===== src/rtl/timer_pkg.sv =====
package timer_pkg;
  typedef enum logic [1:0] {
    ADDR_CTL_LO = 2'd0,
    ADDR_CTL_HI = 2'd1,
    ADDR_CMP_LO = 2'd2,
    ADDR_CMP_HI = 2'd3
  } reg_addr_e;

  localparam int unsigned CTL_EN_BIT   = 0;
  localparam int unsigned CTL_CASC_BIT = 1;
endpackage


===== src/rtl/tmr_cnt_unit.sv =====
module tmr_cnt_unit #(
  parameter int unsigned W = 8
) (
  input  logic         clk_i,
  input  logic         rst_ni,
  input  logic         run_i,
  input  logic         clr_i,
  input  logic         inc_i,
  input  logic [W-1:0] cmp_i,
  output logic [W-1:0] cnt_o,
  output logic         match_o
);
  logic [W-1:0] cnt_q;

  always_ff @(posedge clk_i or negedge rst_ni) begin
    if (!rst_ni)                cnt_q <= '0;
    else if (!run_i || clr_i)   cnt_q <= '0;
    else if (inc_i)             cnt_q <= cnt_q + W'(1);
  end

  assign cnt_o   = cnt_q;
  assign match_o = (cnt_q == cmp_i);
endmodule


===== src/rtl/tmr_run_ctrl.sv =====
module tmr_run_ctrl (
  input  logic clk_i,
  input  logic rst_ni,
  input  logic casc_i,
  input  logic en_lo_i,
  input  logic en_hi_i,
  input  logic lo_rise_i,
  output logic run_lo_o,
  output logic run_hi_o
);
  // set only when low enable rises with high enable already on
  logic seq_ok_q;

  always_ff @(posedge clk_i or negedge rst_ni) begin
    if (!rst_ni)        seq_ok_q <= 1'b0;
    else if (lo_rise_i) seq_ok_q <= en_hi_i;
    else if (!en_lo_i)  seq_ok_q <= 1'b0;
  end

  assign run_lo_o = casc_i ? (en_lo_i && seq_ok_q) : en_lo_i;
  assign run_hi_o = casc_i ? run_lo_o : en_hi_i;
endmodule


===== src/rtl/cascade_timer.sv =====
module cascade_timer
  import timer_pkg::*;
#(
  parameter int unsigned CNT_W = 8
) (
  input  logic             clk_i,
  input  logic             rst_ni,
  input  logic             wr_en_i,
  input  logic [1:0]       wr_addr_i,
  input  logic [CNT_W-1:0] wr_data_i,
  input  logic             tick_i,
  output logic             irq_lo_o,
  output logic             irq_hi_o
);
  logic             en_lo_q, en_hi_q, casc_q;
  logic [CNT_W-1:0] cmp_lo_q, cmp_hi_q;
  logic             run_lo, run_hi, busy, lo_rise;
  logic [CNT_W-1:0] cnt_lo, cnt_hi, hi_next;
  logic             m_lo, m_hi, m16, full_lo;
  logic             step_lo, step_hi, clr_lo, clr_hi;
  logic             irq_lo_q, irq_hi_q;

  assign busy    = run_lo | run_hi;
  assign lo_rise = wr_en_i && (wr_addr_i == ADDR_CTL_LO) && wr_data_i[CTL_EN_BIT] && !en_lo_q;

  always_ff @(posedge clk_i or negedge rst_ni) begin
    if (!rst_ni) begin
      en_lo_q  <= 1'b0;
      en_hi_q  <= 1'b0;
      casc_q   <= 1'b0;
      cmp_lo_q <= '0;
      cmp_hi_q <= '0;
    end else if (wr_en_i) begin
      unique case (wr_addr_i)
        ADDR_CTL_LO: en_lo_q <= wr_data_i[CTL_EN_BIT];
        ADDR_CTL_HI: begin
          en_hi_q <= wr_data_i[CTL_EN_BIT];
          casc_q  <= wr_data_i[CTL_CASC_BIT];
        end
        ADDR_CMP_LO: if (!busy) cmp_lo_q <= wr_data_i;
        ADDR_CMP_HI: if (!busy) cmp_hi_q <= wr_data_i;
        default: ;
      endcase
    end
  end

  tmr_run_ctrl u_run (
    .clk_i     (clk_i),
    .rst_ni    (rst_ni),
    .casc_i    (casc_q),
    .en_lo_i   (en_lo_q),
    .en_hi_i   (en_hi_q),
    .lo_rise_i (lo_rise),
    .run_lo_o  (run_lo),
    .run_hi_o  (run_hi)
  );

  assign full_lo = &cnt_lo;
  assign m16     = m_lo & m_hi;
  assign hi_next = cnt_hi + CNT_W'(1);

  always_comb begin
    step_lo = tick_i & run_lo;
    if (casc_q) begin
      clr_lo  = step_lo & m16;
      step_hi = step_lo & full_lo;
      clr_hi  = step_lo & m16;
    end else begin
      clr_lo  = step_lo & m_lo;
      step_hi = tick_i & run_hi;
      clr_hi  = step_hi & m_hi;
    end
  end

  tmr_cnt_unit #(.W(CNT_W)) u_lo (
    .clk_i   (clk_i),
    .rst_ni  (rst_ni),
    .run_i   (run_lo),
    .clr_i   (clr_lo),
    .inc_i   (step_lo),
    .cmp_i   (cmp_lo_q),
    .cnt_o   (cnt_lo),
    .match_o (m_lo)
  );

  tmr_cnt_unit #(.W(CNT_W)) u_hi (
    .clk_i   (clk_i),
    .rst_ni  (rst_ni),
    .run_i   (run_hi),
    .clr_i   (clr_hi),
    .inc_i   (step_hi),
    .cmp_i   (cmp_hi_q),
    .cnt_o   (cnt_hi),
    .match_o (m_hi)
  );

  always_ff @(posedge clk_i or negedge rst_ni) begin
    if (!rst_ni) begin
      irq_lo_q <= 1'b0;
      irq_hi_q <= 1'b0;
    end else begin
      irq_lo_q <= clr_lo;
      // chained: high half flags when it steps onto its compare value
      irq_hi_q <= casc_q ? (step_hi & ~m16 & (hi_next == cmp_hi_q)) : clr_hi;
    end
  end

  assign irq_lo_o = irq_lo_q;
  assign irq_hi_o = irq_hi_q;
endmodule


===== config.mk =====
export PLATFORM = sky130hd
export DESIGN_NAME = cascade_timer
export DESIGN_NICKNAME = d
export VERILOG_FILES = /design/src/rtl/timer_pkg.sv /design/src/rtl/tmr_cnt_unit.sv /design/src/rtl/tmr_run_ctrl.sv /design/src/rtl/cascade_timer.sv
export SDC_FILE = /design/constraint.sdc
export NUM_CORES = 1
export LEC_CHECK = 0
export BUFFER_PORTS_ARGS = -buffer_cell sky130_fd_sc_hd__buf_4
export CORE_MARGIN = 2
export CORE_UTILIZATION = 59
export CTS_CLUSTER_DIAMETER = 150
export DETAILED_ROUTE_END_ITERATION = 7
export PLACE_DENSITY = 0.87
export SLEW_MARGIN = 20
export SYNTH_ARGS = -nofsm -noshare
export SYNTH_HDL_FRONTEND = slang
export SYNTH_SLANG_ARGS = --single-unit

===== constraint.sdc =====
create_clock -name clk_i -period 2.3 [get_ports clk_i]
set_input_delay 0.575 -clock clk_i [delete_from_list [all_inputs] [get_ports clk_i]]
set_output_delay 0.575 -clock clk_i [all_outputs]
set_load 0.01 [all_outputs]

==> impl_results.md <==
* Worst-path clk slew at 130 ps
* Clock root buffer: clkbuf_4
* Slew HR at 65.3%
* Number of flops mapped to enable cells by yosys at 0
* Synth Area in Adders at 1.19%
* Static leakage at roughly 0.99 nW
* Total Power at 0.00189 W
* Flop pwr share at 48.4%
* Critical path fanouts, max at 6
* DRC at 0
* TritonCTS buffer count at 5
* Setup_tns at 0 ps
* Async S/R FF share, synth at 100%
* Post-Syn Instances at around 190
* Antenna Nets Post-Route at 0
* Synth top area share at about 45%
* Yosys warning count at 0
* GRT Util Overall at approximately a quarter
* Port bufs at 15
* Psw at 0.000567 W
* Switching Fraction at a little under a third
* Largest family of logic cells by synthesized area: simple AND/OR/NAND/NOR gates
* CTS tree: built
* Status: complete, no violations
* Sequential element share of the synthesized area at 45.3%
* Initial antenna violation count at 0
* Peak VDD IR at roughly 0.56 mV
* Clk network pwr share at 30.6%
* Main synth FF type: dfrtp_1
* DIE HEIGHT at roughly 64 um
* Max-cap viol count at 0
* Seq cells post-synth at 38
* Critical path cell sequence: xor2_1 > nor4_1 > nand3_1 > a211oi_2 > nor3_1
* Yosys top cell by area: dfrtp_1
* RSZ-0062 raised after global routing: no
* Nature of the critical path startpoint: flip-flop
* Hold/Removal Path Class: in2async
* Row cnt at 21
* CP Capture Type: flip-flop
* Min cycle time layout at roughly 2100 ps
* Core footprint at about 3400 um^2
* Routed wire length at between 4 and 5 mm
* Initial Util at between 60% and 70%
* Detailed-route via count at 1,570
* Max-slew violations at 0
* GRT overflow at 0
* CP max stage cell: a211oi_2
* Fmax at slightly below 500 MHz
* Initial drt markers at 90
* Largest net degree at the start of global routing at 39
* Vias per cell at about 6.1
* Hold Violations, Final at 0
* Setup Crit Path Kind: reg2reg
* Layout cell share with drive strength beyond 1 at 24.4%
* CP required at 2520 ps
* First-pass GRT wire length at 7.70 mm
* Mux contribution to synthesized area at a little under an eighth
* Distinct cell type count after synthesis at 40
* Most frequent cells after synthesis: dfrtp_1 (38), xor2_1 (20), mux2_2 (19), nor2_1 (18), nand3_1 (10)
* Top post-synthesis cells by area: dfrtp_1 (45%), mux2_2 (10%), xor2_1 (8.3%)
* Internal at around 0.0013 W
* Crit-path max cell delay at 500 ps
* P per Cell Area at 801 nW/um^2
* DIE AREA at between 4000 and 5000 um^2
* P&R area growth vs syn at 12.2%
* Setup Skew at approximately 13 ps
* Inserted Diodes at 0
* Combinational Power Share at 21.0%
* Tcrit/Tclk final at between 90% and 100%
* Simple-gate share of the synthesized area at a little under a fifth
* Worst skew pair latency at ~360 ps
* Synthesized area at 2100 um^2
* Mean area per synthesized cell at between 10 and 15 um^2
* Gpl congestion at about 0.95
* XOR/XNOR Fraction of Synth Area at 12.1%
* Worst Tran Pin Value at around 520 ps
* Hold_buf cts at 0
* Clk sinks at 38
* Synth Area in Compound Gates at around 8.6%
* Worst path arrival time at 2300 ps
* Most frequent cell after synthesis: dfrtp_1
* I/O pins at 16
* Final Util at about 70%
* Number of global-route vias before repair at about 1.6k
* Layout Nets at approximately 230
* Setup violations, final at 0
* Post-Syn Nets at 210
* Die width at between 60 and 70 um
* H-tree lvl count at 2
* First drt pass iteration count at 4
* Hpwl dp at between 3 and 4 mm
* WL/cell at between 15 and 20 um
* CTS max path bufs at 2
==> state kept, by name, summed over array words and instances (netlist names) <==
signal	count
cmp_lo_q	8
casc_q	1
u_hi.cnt_o	8
en_hi_q	1
irq_lo_o	1
irq_hi_o	1
en_lo_q	1
cmp_hi_q	8
u_run.seq_ok_q	1
u_lo.cnt_o	8
==> metal layers <==
layer,vias up,global-route usage (%),wire [um]
li1,731,-,-
met1,760,32.7,1880
met2,59,38.8,2010
met3,20,5.18,236
met4,0,12.0,153
met5,-,0,0
==> stage by stage <==
step | cells | setup slack (ps) | area (um^2) | hold slack [ps]
CTS | 259 | 187 | 2350 | 177
global route | 259 | 69.2 | 2350 | 205
global placement | 251 | 252 | 2240 | 514
finish | 259 | 219 | 2350 | 151
detailed placement | 251 | 221 | 2240 | 527
floorplan | 194 | 562 | 2100 | 279
==> critical path: cells and delay by family, from the launching register on <==
kind	cells	cell delay (ps)
simple gates	3	810
compound gates	1	500
xor+xnor	1	220
flops	1	420
==> power groups by stage <==
stage / combinational (W) / sequential (W) / clock [W]
2_1_floorplan: 0.000306 / 0.000874 / 0
3_3_place_gp: 0.000375 / 0.000916 / 0
3_5_place_dp: 0.000389 / 0.000925 / 0
4_1_cts: 0.000392 / 0.000912 / 0.000579
5_1_grt: 0.000441 / 0.000930 / 0.000601
6_report: 0.000397 / 0.000913 / 0.000577
==> final cells by class <==
cell class,instances,area [um^2]
inverters,6,22.5
well taps,46,57.6
multi-input cells,145,1100
clock buffers,5,37.5
flip-flops and latches,38,951
repair buffers,16,120
clock inverters,3,68.8
fillers,243,1030
==> what timing repair did <==
action | CTS | global route
endpoints found under the setup margin | 0 | 3
buffers inserted | 0 | 0
gates resized for setup | 0 | 1
==> cell usage in the layout, fill, tap and decap left out, types with 2 or more instances in the layout <==
| master | count |
|---|---|
| dfrtp_1 | 38 |
| xor2_1 | 20 |
| mux2_2 | 19 |
| nor2_1 | 18 |
| buf_4 | 16 |
| nand3_1 | 10 |
| nand2_1 | 9 |
| xnor2_1 | 9 |
| inv_1 | 6 |
| nand4_1 | 6 |
| nor2b_1 | 5 |
| nor3_1 | 5 |
| clkbuf_4 | 5 |
| nor4_1 | 4 |
| and3_1 | 4 |
| a21oi_1 | 4 |
| nand3b_1 | 3 |
| o21ai_0 | 3 |
| mux2i_1 | 3 |
| nor3_2 | 2 |
| ha_1 | 2 |
| bufinv_16 | 2 |
==> worst paths after layout <==
path	startpoint	endpoint	slack (ps)	cells past startpoint
setup / recovery	cmp_hi_q[7]	u_lo.cnt_o[5]	220	5
hold / removal	rst_ni	u_hi.cnt_o[6]	150	1
setup reg to reg	cmp_hi_q[7]	u_lo.cnt_o[5]	220	5
hold reg to reg	cmp_lo_q[3]	cmp_lo_q[3]	550	1
max in group asynchronous	rst_ni	u_lo.cnt_o[4]	1810	1
min in group clk_i	wr_data_i[7]	cmp_hi_q[7]	450	2
==> cells by family (layout without fill, tap and decap cells) <==
kind of cell             Yosys count  in the layout
buffers and inverters             11             30
AND/OR/NAND/NOR                   73             73
XOR/XNOR                          29             29
flip-flops                        38             38
AO/OA/AOI/OAI                     19             19
adder cells (fa/ha/maj)            2              2
multiplexers                      22             22
(Power assumes the default switching activity.)
